## src/rtl/msp_pkg.sv

```systemverilog
package msp_pkg;

    localparam int CAND_COUNT = 5;
    localparam logic [31:0] OPT_ENABLE = 32'h8080_0000;

    typedef enum logic [2:0] {
        RA_OPTS    = 3'd0,
        RA_BANK0   = 3'd1,
        RA_TIMING  = 3'd2,
        RA_REFRESH = 3'd3,
        RA_BANK1   = 3'd4
    } reg_addr_e;

    typedef struct packed {
        logic [31:0] size;
        logic [4:0]  rows;
        logic [31:0] cfg;
    } cand_t;

    typedef enum logic [4:0] {
        ST_IDLE, ST_OFF, ST_BANK0, ST_TIMING, ST_REFRESH, ST_PWUP,
        ST_ON, ST_SETTLE, ST_PROBE,
        ST_B1_OFF, ST_B1_CFG, ST_B1_ON, ST_B1_SETTLE, ST_B1_PROBE,
        ST_B1_CLR, ST_B1_STOP, ST_FINISH
    } state_e;

    // Candidate list, largest capacity first.
    function automatic cand_t cand_entry(int idx);
        cand_t c;
        case (idx)
            0:       c = '{size: 32'h0800_0000, rows: 5'd13, cfg: 32'h000A_4001};
            1:       c = '{size: 32'h0400_0000, rows: 5'd13, cfg: 32'h0008_4001};
            2:       c = '{size: 32'h0200_0000, rows: 5'd12, cfg: 32'h0006_2001};
            3:       c = '{size: 32'h0100_0000, rows: 5'd12, cfg: 32'h0004_6001};
            4:       c = '{size: 32'h0040_0000, rows: 5'd11, cfg: 32'h0000_8001};
            default: c = '0;
        endcase
        return c;
    endfunction

    function automatic logic [31:0] refresh_word(longint clk_hz, longint ms, int rows);
        longint t;
        t = (ms * 64'd1000000) / (64'd1 << rows);
        t = t * (clk_hz / 1000);
        t = t / 1000000;
        return 32'((t & 64'h3FF8) << 16);
    endfunction

    function automatic logic [31:0] timing_word(longint clk_hz);
        return (clk_hz > 100000000) ? 32'h0107_4015 : 32'h0086_400D;
    endfunction

    function automatic int wait_cycles(longint clk_hz, longint us);
        longint c;
        c = (clk_hz * us) / 1000000;
        return (c < 1) ? 1 : int'(c);
    endfunction

endpackage

```

## src/rtl/msp_timer.sv

```systemverilog
module msp_timer #(
    parameter int W = 8
) (
    input  logic         clk,
    input  logic         rst,
    input  logic         load,
    input  logic [W-1:0] load_val,
    output logic         expired
);
    logic [W-1:0] cnt;

    always_ff @(posedge clk) begin
        if (rst)            cnt <= '0;
        else if (load)      cnt <= load_val;
        else if (cnt != '0) cnt <= cnt - 1'b1;
    end

    assign expired = (cnt == '0);
endmodule

```

## src/rtl/msp_cand_rom.sv

```systemverilog
module msp_cand_rom
    import msp_pkg::*;
#(
    parameter int N_CAND     = CAND_COUNT,
    parameter int CLK_HZ     = 100000000,
    parameter int REFRESH_MS = 64,
    parameter int IW         = (N_CAND > 1) ? $clog2(N_CAND) : 1
) (
    input  logic [IW-1:0] idx,
    output cand_t         cand,
    output logic [31:0]   refresh
);
    cand_t       tab     [N_CAND];
    logic [31:0] ref_tab [N_CAND];

    for (genvar g = 0; g < N_CAND; g++) begin : g_ent
        localparam cand_t E = cand_entry(g);
        assign tab[g]     = E;
        assign ref_tab[g] = refresh_word(CLK_HZ, REFRESH_MS, int'(E.rows));
    end

    assign cand    = tab[idx];
    assign refresh = ref_tab[idx];
endmodule

```

## src/rtl/mem_size_probe.sv

```systemverilog
module mem_size_probe
    import msp_pkg::*;
#(
    parameter int N_CAND     = CAND_COUNT,
    parameter int CLK_HZ     = 100000000,
    parameter int REFRESH_MS = 64,
    parameter int PWUP_US    = 200,
    parameter int SETTLE_US  = 10000
) (
    input  logic        clk,
    input  logic        rst,
    input  logic        start,
    input  logic        dual_bank,
    input  logic        probe_ack,
    input  logic [31:0] probe_found,
    output logic        busy,
    output logic        done,
    output logic [31:0] det_size,
    output logic        no_mem,
    output logic        bank1_ok,
    output logic        reg_we,
    output logic [2:0]  reg_addr,
    output logic [31:0] reg_wdata,
    output logic        probe_req,
    output logic [31:0] probe_base,
    output logic [31:0] probe_len
);
    localparam int IW         = (N_CAND > 1) ? $clog2(N_CAND) : 1;
    localparam int PWUP_CYC   = wait_cycles(CLK_HZ, PWUP_US);
    localparam int SETTLE_CYC = wait_cycles(CLK_HZ, SETTLE_US);
    localparam int MAX_CYC    = (PWUP_CYC > SETTLE_CYC) ? PWUP_CYC : SETTLE_CYC;
    localparam int TW         = $clog2(MAX_CYC + 1);
    localparam logic [31:0] TIME_WORD = timing_word(CLK_HZ);

    state_e      state;
    logic [IW-1:0] idx;
    logic        dual_q;
    logic [31:0] found_size;
    logic        no_mem_q, b1_ok_q;
    cand_t       cand;
    logic [31:0] refresh;
    logic        tmr_load, tmr_done;
    logic [TW-1:0] tmr_val;
    reg_addr_e   addr_e;
    logic        hit, last;

    msp_cand_rom #(.N_CAND(N_CAND), .CLK_HZ(CLK_HZ), .REFRESH_MS(REFRESH_MS), .IW(IW)) u_rom (
        .idx(idx), .cand(cand), .refresh(refresh));

    msp_timer #(.W(TW)) u_tmr (
        .clk(clk), .rst(rst), .load(tmr_load), .load_val(tmr_val), .expired(tmr_done));

    assign hit  = (probe_found == cand.size);
    assign last = (idx == IW'(N_CAND - 1));

    // Output decode: one register write per writing state.
    always_comb begin
        reg_we    = 1'b0;
        addr_e    = RA_OPTS;
        reg_wdata = '0;
        tmr_load  = 1'b0;
        tmr_val   = TW'(SETTLE_CYC - 1);
        case (state)
            ST_OFF, ST_B1_OFF, ST_B1_STOP: reg_we = 1'b1;
            ST_BANK0:   begin reg_we = 1'b1; addr_e = RA_BANK0;   reg_wdata = cand.cfg;  end
            ST_TIMING:  begin reg_we = 1'b1; addr_e = RA_TIMING;  reg_wdata = TIME_WORD; end
            ST_REFRESH: begin
                reg_we = 1'b1; addr_e = RA_REFRESH; reg_wdata = refresh;
                tmr_load = 1'b1; tmr_val = TW'(PWUP_CYC - 1);
            end
            ST_ON, ST_B1_ON: begin
                reg_we = 1'b1; reg_wdata = OPT_ENABLE; tmr_load = 1'b1;
            end
            ST_B1_CFG:  begin reg_we = 1'b1; addr_e = RA_BANK1; reg_wdata = cand.cfg | cand.size; end
            ST_B1_CLR:  begin reg_we = 1'b1; addr_e = RA_BANK1; end
            default: ;
        endcase
    end

    assign reg_addr   = addr_e;
    assign probe_req  = (state == ST_PROBE) || (state == ST_B1_PROBE);
    assign probe_base = (state == ST_B1_PROBE) ? cand.size : '0;
    assign probe_len  = cand.size;
    assign busy       = (state != ST_IDLE);
    assign done       = (state == ST_FINISH);
    assign det_size   = found_size;
    assign no_mem     = no_mem_q;
    assign bank1_ok   = b1_ok_q;

    always_ff @(posedge clk) begin
        if (rst) begin
            state      <= ST_IDLE;
            idx        <= '0;
            dual_q     <= 1'b0;
            found_size <= '0;
            no_mem_q   <= 1'b0;
            b1_ok_q    <= 1'b0;
        end else begin
            case (state)
                ST_IDLE: if (start) begin
                    state      <= ST_OFF;
                    idx        <= '0;
                    dual_q     <= dual_bank;
                    found_size <= '0;
                    no_mem_q   <= 1'b0;
                    b1_ok_q    <= 1'b0;
                end
                ST_OFF:     state <= ST_BANK0;
                ST_BANK0:   state <= ST_TIMING;
                ST_TIMING:  state <= ST_REFRESH;
                ST_REFRESH: state <= ST_PWUP;
                ST_PWUP:    if (tmr_done) state <= ST_ON;
                ST_ON:      state <= ST_SETTLE;
                ST_SETTLE:  if (tmr_done) state <= ST_PROBE;
                ST_PROBE: if (probe_ack) begin
                    if (hit) begin
                        found_size <= cand.size;
                        state      <= dual_q ? ST_B1_OFF : ST_FINISH;
                    end else if (last) begin
                        no_mem_q <= 1'b1;
                        state    <= ST_FINISH;
                    end else begin
                        idx   <= idx + 1'b1;
                        state <= ST_OFF;
                    end
                end
                ST_B1_OFF:    state <= ST_B1_CFG;
                ST_B1_CFG:    state <= ST_B1_ON;
                ST_B1_ON:     state <= ST_B1_SETTLE;
                ST_B1_SETTLE: if (tmr_done) state <= ST_B1_PROBE;
                ST_B1_PROBE: if (probe_ack) begin
                    if (hit) begin
                        b1_ok_q <= 1'b1;
                        state   <= ST_FINISH;
                    end else begin
                        state <= ST_B1_CLR;
                    end
                end
                ST_B1_CLR:  state <= ST_B1_STOP;
                ST_B1_STOP: state <= ST_FINISH;
                default:    state <= ST_IDLE;
            endcase
        end
    end
endmodule

```

## config.mk

```make
export PLATFORM = sky130hd
export DESIGN_NAME = mem_size_probe
export DESIGN_NICKNAME = d
export VERILOG_FILES = /design/src/rtl/msp_pkg.sv /design/src/rtl/msp_timer.sv /design/src/rtl/msp_cand_rom.sv /design/src/rtl/mem_size_probe.sv
export SDC_FILE = /design/constraint.sdc
export NUM_CORES = 1
export LEC_CHECK = 0
export ABC_AREA = 1
export BUFFER_PORTS_ARGS = -buffer_cell sky130_fd_sc_hd__buf_2
export CAP_MARGIN = 40
export CORE_UTILIZATION = 54
export DETAILED_ROUTE_END_ITERATION = 6
export PLACE_DENSITY = 0.83
export SYNTH_ARGS = -nofsm -noshare
export SYNTH_HDL_FRONTEND = slang
export SYNTH_HIERARCHICAL = 1
export SYNTH_SLANG_ARGS = --single-unit
```

## constraint.sdc

```tcl
create_clock -name clk -period 2.44 [get_ports clk]
set_input_delay 0.122 -clock clk [delete_from_list [all_inputs] [get_ports clk]]
set_output_delay 0.122 -clock clk [all_outputs]
set_load 0.05 [all_outputs]
```

==> results.json <==
{
  "ctsLongestPathBuffers": 2,
  "grt_setup_unrepaired": "no",
  "p_seq_share_pct": 27.3,
  "hold_path_depth": 3,
  "clock_latency_ps": 340,
  "r2r_start": "idx[0]$_SDFFE_PP0P_",
  "ys_warn_count": 6,
  "post-cts-setup-buffer-count": 0,
  "syn_area_per_cell_um2": 6.19,
  "max_freq_mhz": 450,
  "track_usage_pct": 28.7,
  "cts_resized": 0,
  "num-fill-cells": 1107,
  "drt_iter0_drc": 397,
  "place_area_um2": 6220,
  "vias_per_cell": 5.00,
  "route.met3.wl_um": 1220,
  "relSlewSlack_pct": 25.5,
  "die_h_um": 107,
  "post-route-period-util_pct": 91.1,
  "routed.top_layer": "met4",
  "cts.htree.levels": 3,
  "arrival_ps": 2100,
  "dp_hpwl_um": 12900,
  "cts_hold_buf": 0,
  "wl_met1_um": 6900,
  "dieArea_um2": 11500,
  "syn-cell-area_um2": 6010,
  "min_to": "dual_q$_SDFFE_PP0P_",
  "p_leak_nw": 3.12,
  "crit_top_cell": "inv_2",
  "sw_frac_of_total_pct": 48.1,
  "post-place-cells": 1187,
  "p_per_area_nw_per_um2": 748,
  "cts.sinks": 63,
  "p_comb_share_pct": 51.5,
  "crit_required_ps": 2320,
  "end_kind": "output pin",
  "crit_fanout": 34,
  "cp.depth": 8,
  "cts_buffers": 9,
  "synthCells": 970,
  "routed_wirelength_um": 16900,
  "cts.reportedPaths.clkPinSlew_ps": 70,
  "initial_core_util_pct": 55.4,
  "post_drt_wl_per_cell_um": 14.0,
  "status": "complete, no violations",
  "wl_met2_um": 8390,
  "hp-start": "dual_bank",
  "grt.overflow.total": 0,
  "final_cells": 1204,
  "slowest_delay_ps": 440,
  "drive_gt1_share_pct": 21.8,
  "setup_violations": 0,
  "maxSlewViolCount": 0,
  "syn_to_final_growth_pct": 8.00,
  "finalClockSkew_ps": 13.8,
  "final_area_um2": 6490,
  "cpMaxStageDelayCell": "dfxtp_1",
  "hold_class": "in2reg",
  "worstMarginPinSlew_ps": 1110,
  "power_frac_clock_pct": 21.2,
  "grt_pass1_wl_um": 25900,
  "crit_chain": "inv_2 -> nor3_2 -> inv_2 -> nor2_2 -> buf_6 -> inv_1 -> o211ai_1 -> buf_2",
  "grt_pass1_vias": 5219,
  "total_power_mw": 4.85,
  "worstRegToRegCells": 16,
  "gp_congestion": 0.911,
  "drv_cap": 0,
  "crit_family": "buffers and inverters",
  "min_period_ps": 2220,
  "ff2ff_setup_slack_ps": 280,
  "fp.dieW_um": 107,
  "cp_num_buf_inv": 5,
  "place_ws_ps": 213,
  "critPathLaunchType": "register",
  "io_pins": 174,
  "switchingPower_mw": 2.33,
  "n_antenna_cell": 0,
  "vias": 6017,
  "fin_util_pct": 59.8,
  "worst_hold_slack_ps": 122,
  "timing.rr.end": "det_size[26]$_SDFFE_PP0P_",
  "ant_nets": 0,
  "final_nets": 1100,
  "cts_root_buf": "clkbuf_8",
  "port_buffers": 105,
  "dr.pass1.iters": 5,
  "fin_tns_setup_ps": 0,
  "max-vdd-ir-drop_v": 0.000460,
  "worst_slack_ps": 216,
  "drc": 0,
  "coreArea_um2": 10800,
  "p_int_mw": 2.52,
  "row_count": 38,
  "grt_start_max_net_pins": 69,
  "crit_type": "reg2out",
  "cts_tree": "built",
  "antenna_found_initial": 0,
  "hold_violations": 0
}
## registers in the layout (all words and copies together), names as in the netlist
signal / cells
no_mem: 1
dual_q: 1
state: 5
idx: 3
det_size: 32
bank1_ok: 1
u_tmr/cnt: 20
## worst reg2reg max path: cells and delay by family, from the launching register on
kind / cells / cell delay (ps)
AO/OA/AOI/OAI: 1 / 120
buffers and inverters: 3 / 330
flip-flops: 1 / 440
AND/OR/NAND/NOR: 12 / 1200
## power groups by stage
stage | clock network (mW) | logic (mW) | registers [mW]
final | 1.03 | 2.50 | 1.33
after global routing | 1.09 | 2.71 | 1.34
after CTS | 1.04 | 2.45 | 1.32
after detailed placement | 0 | 2.44 | 1.35
after global placement | 0 | 2.40 | 1.34
after floorplan | 0 | 1.97 | 1.56
## placed cells by master (no fill, tap or decap), types with 2 or more instances in the layout
| master | instances |
|---|---|
| nand3b_1 | 2 |
| o21ai_0 | 38 |
| clkbuf_8 | 9 |
| clkinvlp_4 | 2 |
| nand2_8 | 2 |
| nand2_4 | 3 |
| nand2_1 | 256 |
| inv_2 | 15 |
| o211ai_1 | 30 |
| conb_1 | 91 |
| nor2_1 | 123 |
| nand4_1 | 8 |
| nor2_4 | 4 |
| clkbuf_4 | 4 |
| nand2_2 | 18 |
| nor3_1 | 4 |
| bufinv_16 | 2 |
| buf_2 | 101 |
| a21oi_2 | 32 |
| a21oi_1 | 40 |
| buf_6 | 2 |
| xor2_1 | 7 |
| buf_4 | 10 |
| o2111ai_1 | 2 |
| dfxtp_1 | 63 |
| clkinv_4 | 2 |
| nor2_2 | 17 |
| ha_1 | 4 |
| xnor2_1 | 25 |
| nand3_2 | 2 |
| nand3_1 | 51 |
| inv_1 | 81 |
## metal layers
layer / vias to the layer above / track usage (%)
met4: 0 / 7.93
met2: 208 / 51.3
met1: 2717 / 34.0
met3: 27 / 6.96
li1: 3065 / -
met5: - / 0
## worst max-delay path by stage
stage / from / to / slack (ps)
finish: state[3]$_SDFFE_PP0P_ / reg_wdata[24] / 220
global route: state[3]$_SDFFE_PP0P_ / reg_wdata[22] / 7
CTS: state[3]$_SDFFE_PP0P_ / reg_wdata[26] / 110
detailed placement: idx[0]$_SDFFE_PP0P_ / det_size[13]$_SDFFE_PP0P_ / 210
global placement: idx[1]$_SDFFE_PP0P_ / det_size[13]$_SDFFE_PP0P_ / 230
floorplan: idx[2]$_SDFFE_PP0P_ / det_size[22]$_SDFFE_PP0P_ / 160
## area by class of cell
cell class              instances  area [µm²]  area share, %
flip-flops and latches         63        1260           19.4
well taps                     140         175           2.70
clock buffers                   9         124           1.91
inverters                      98         370           5.71
clock inverters                 7        97.6           1.50
multi-input cells             769        3800           58.7
repair buffers                118         653           10.1
(Power assumes the default switching activity.)
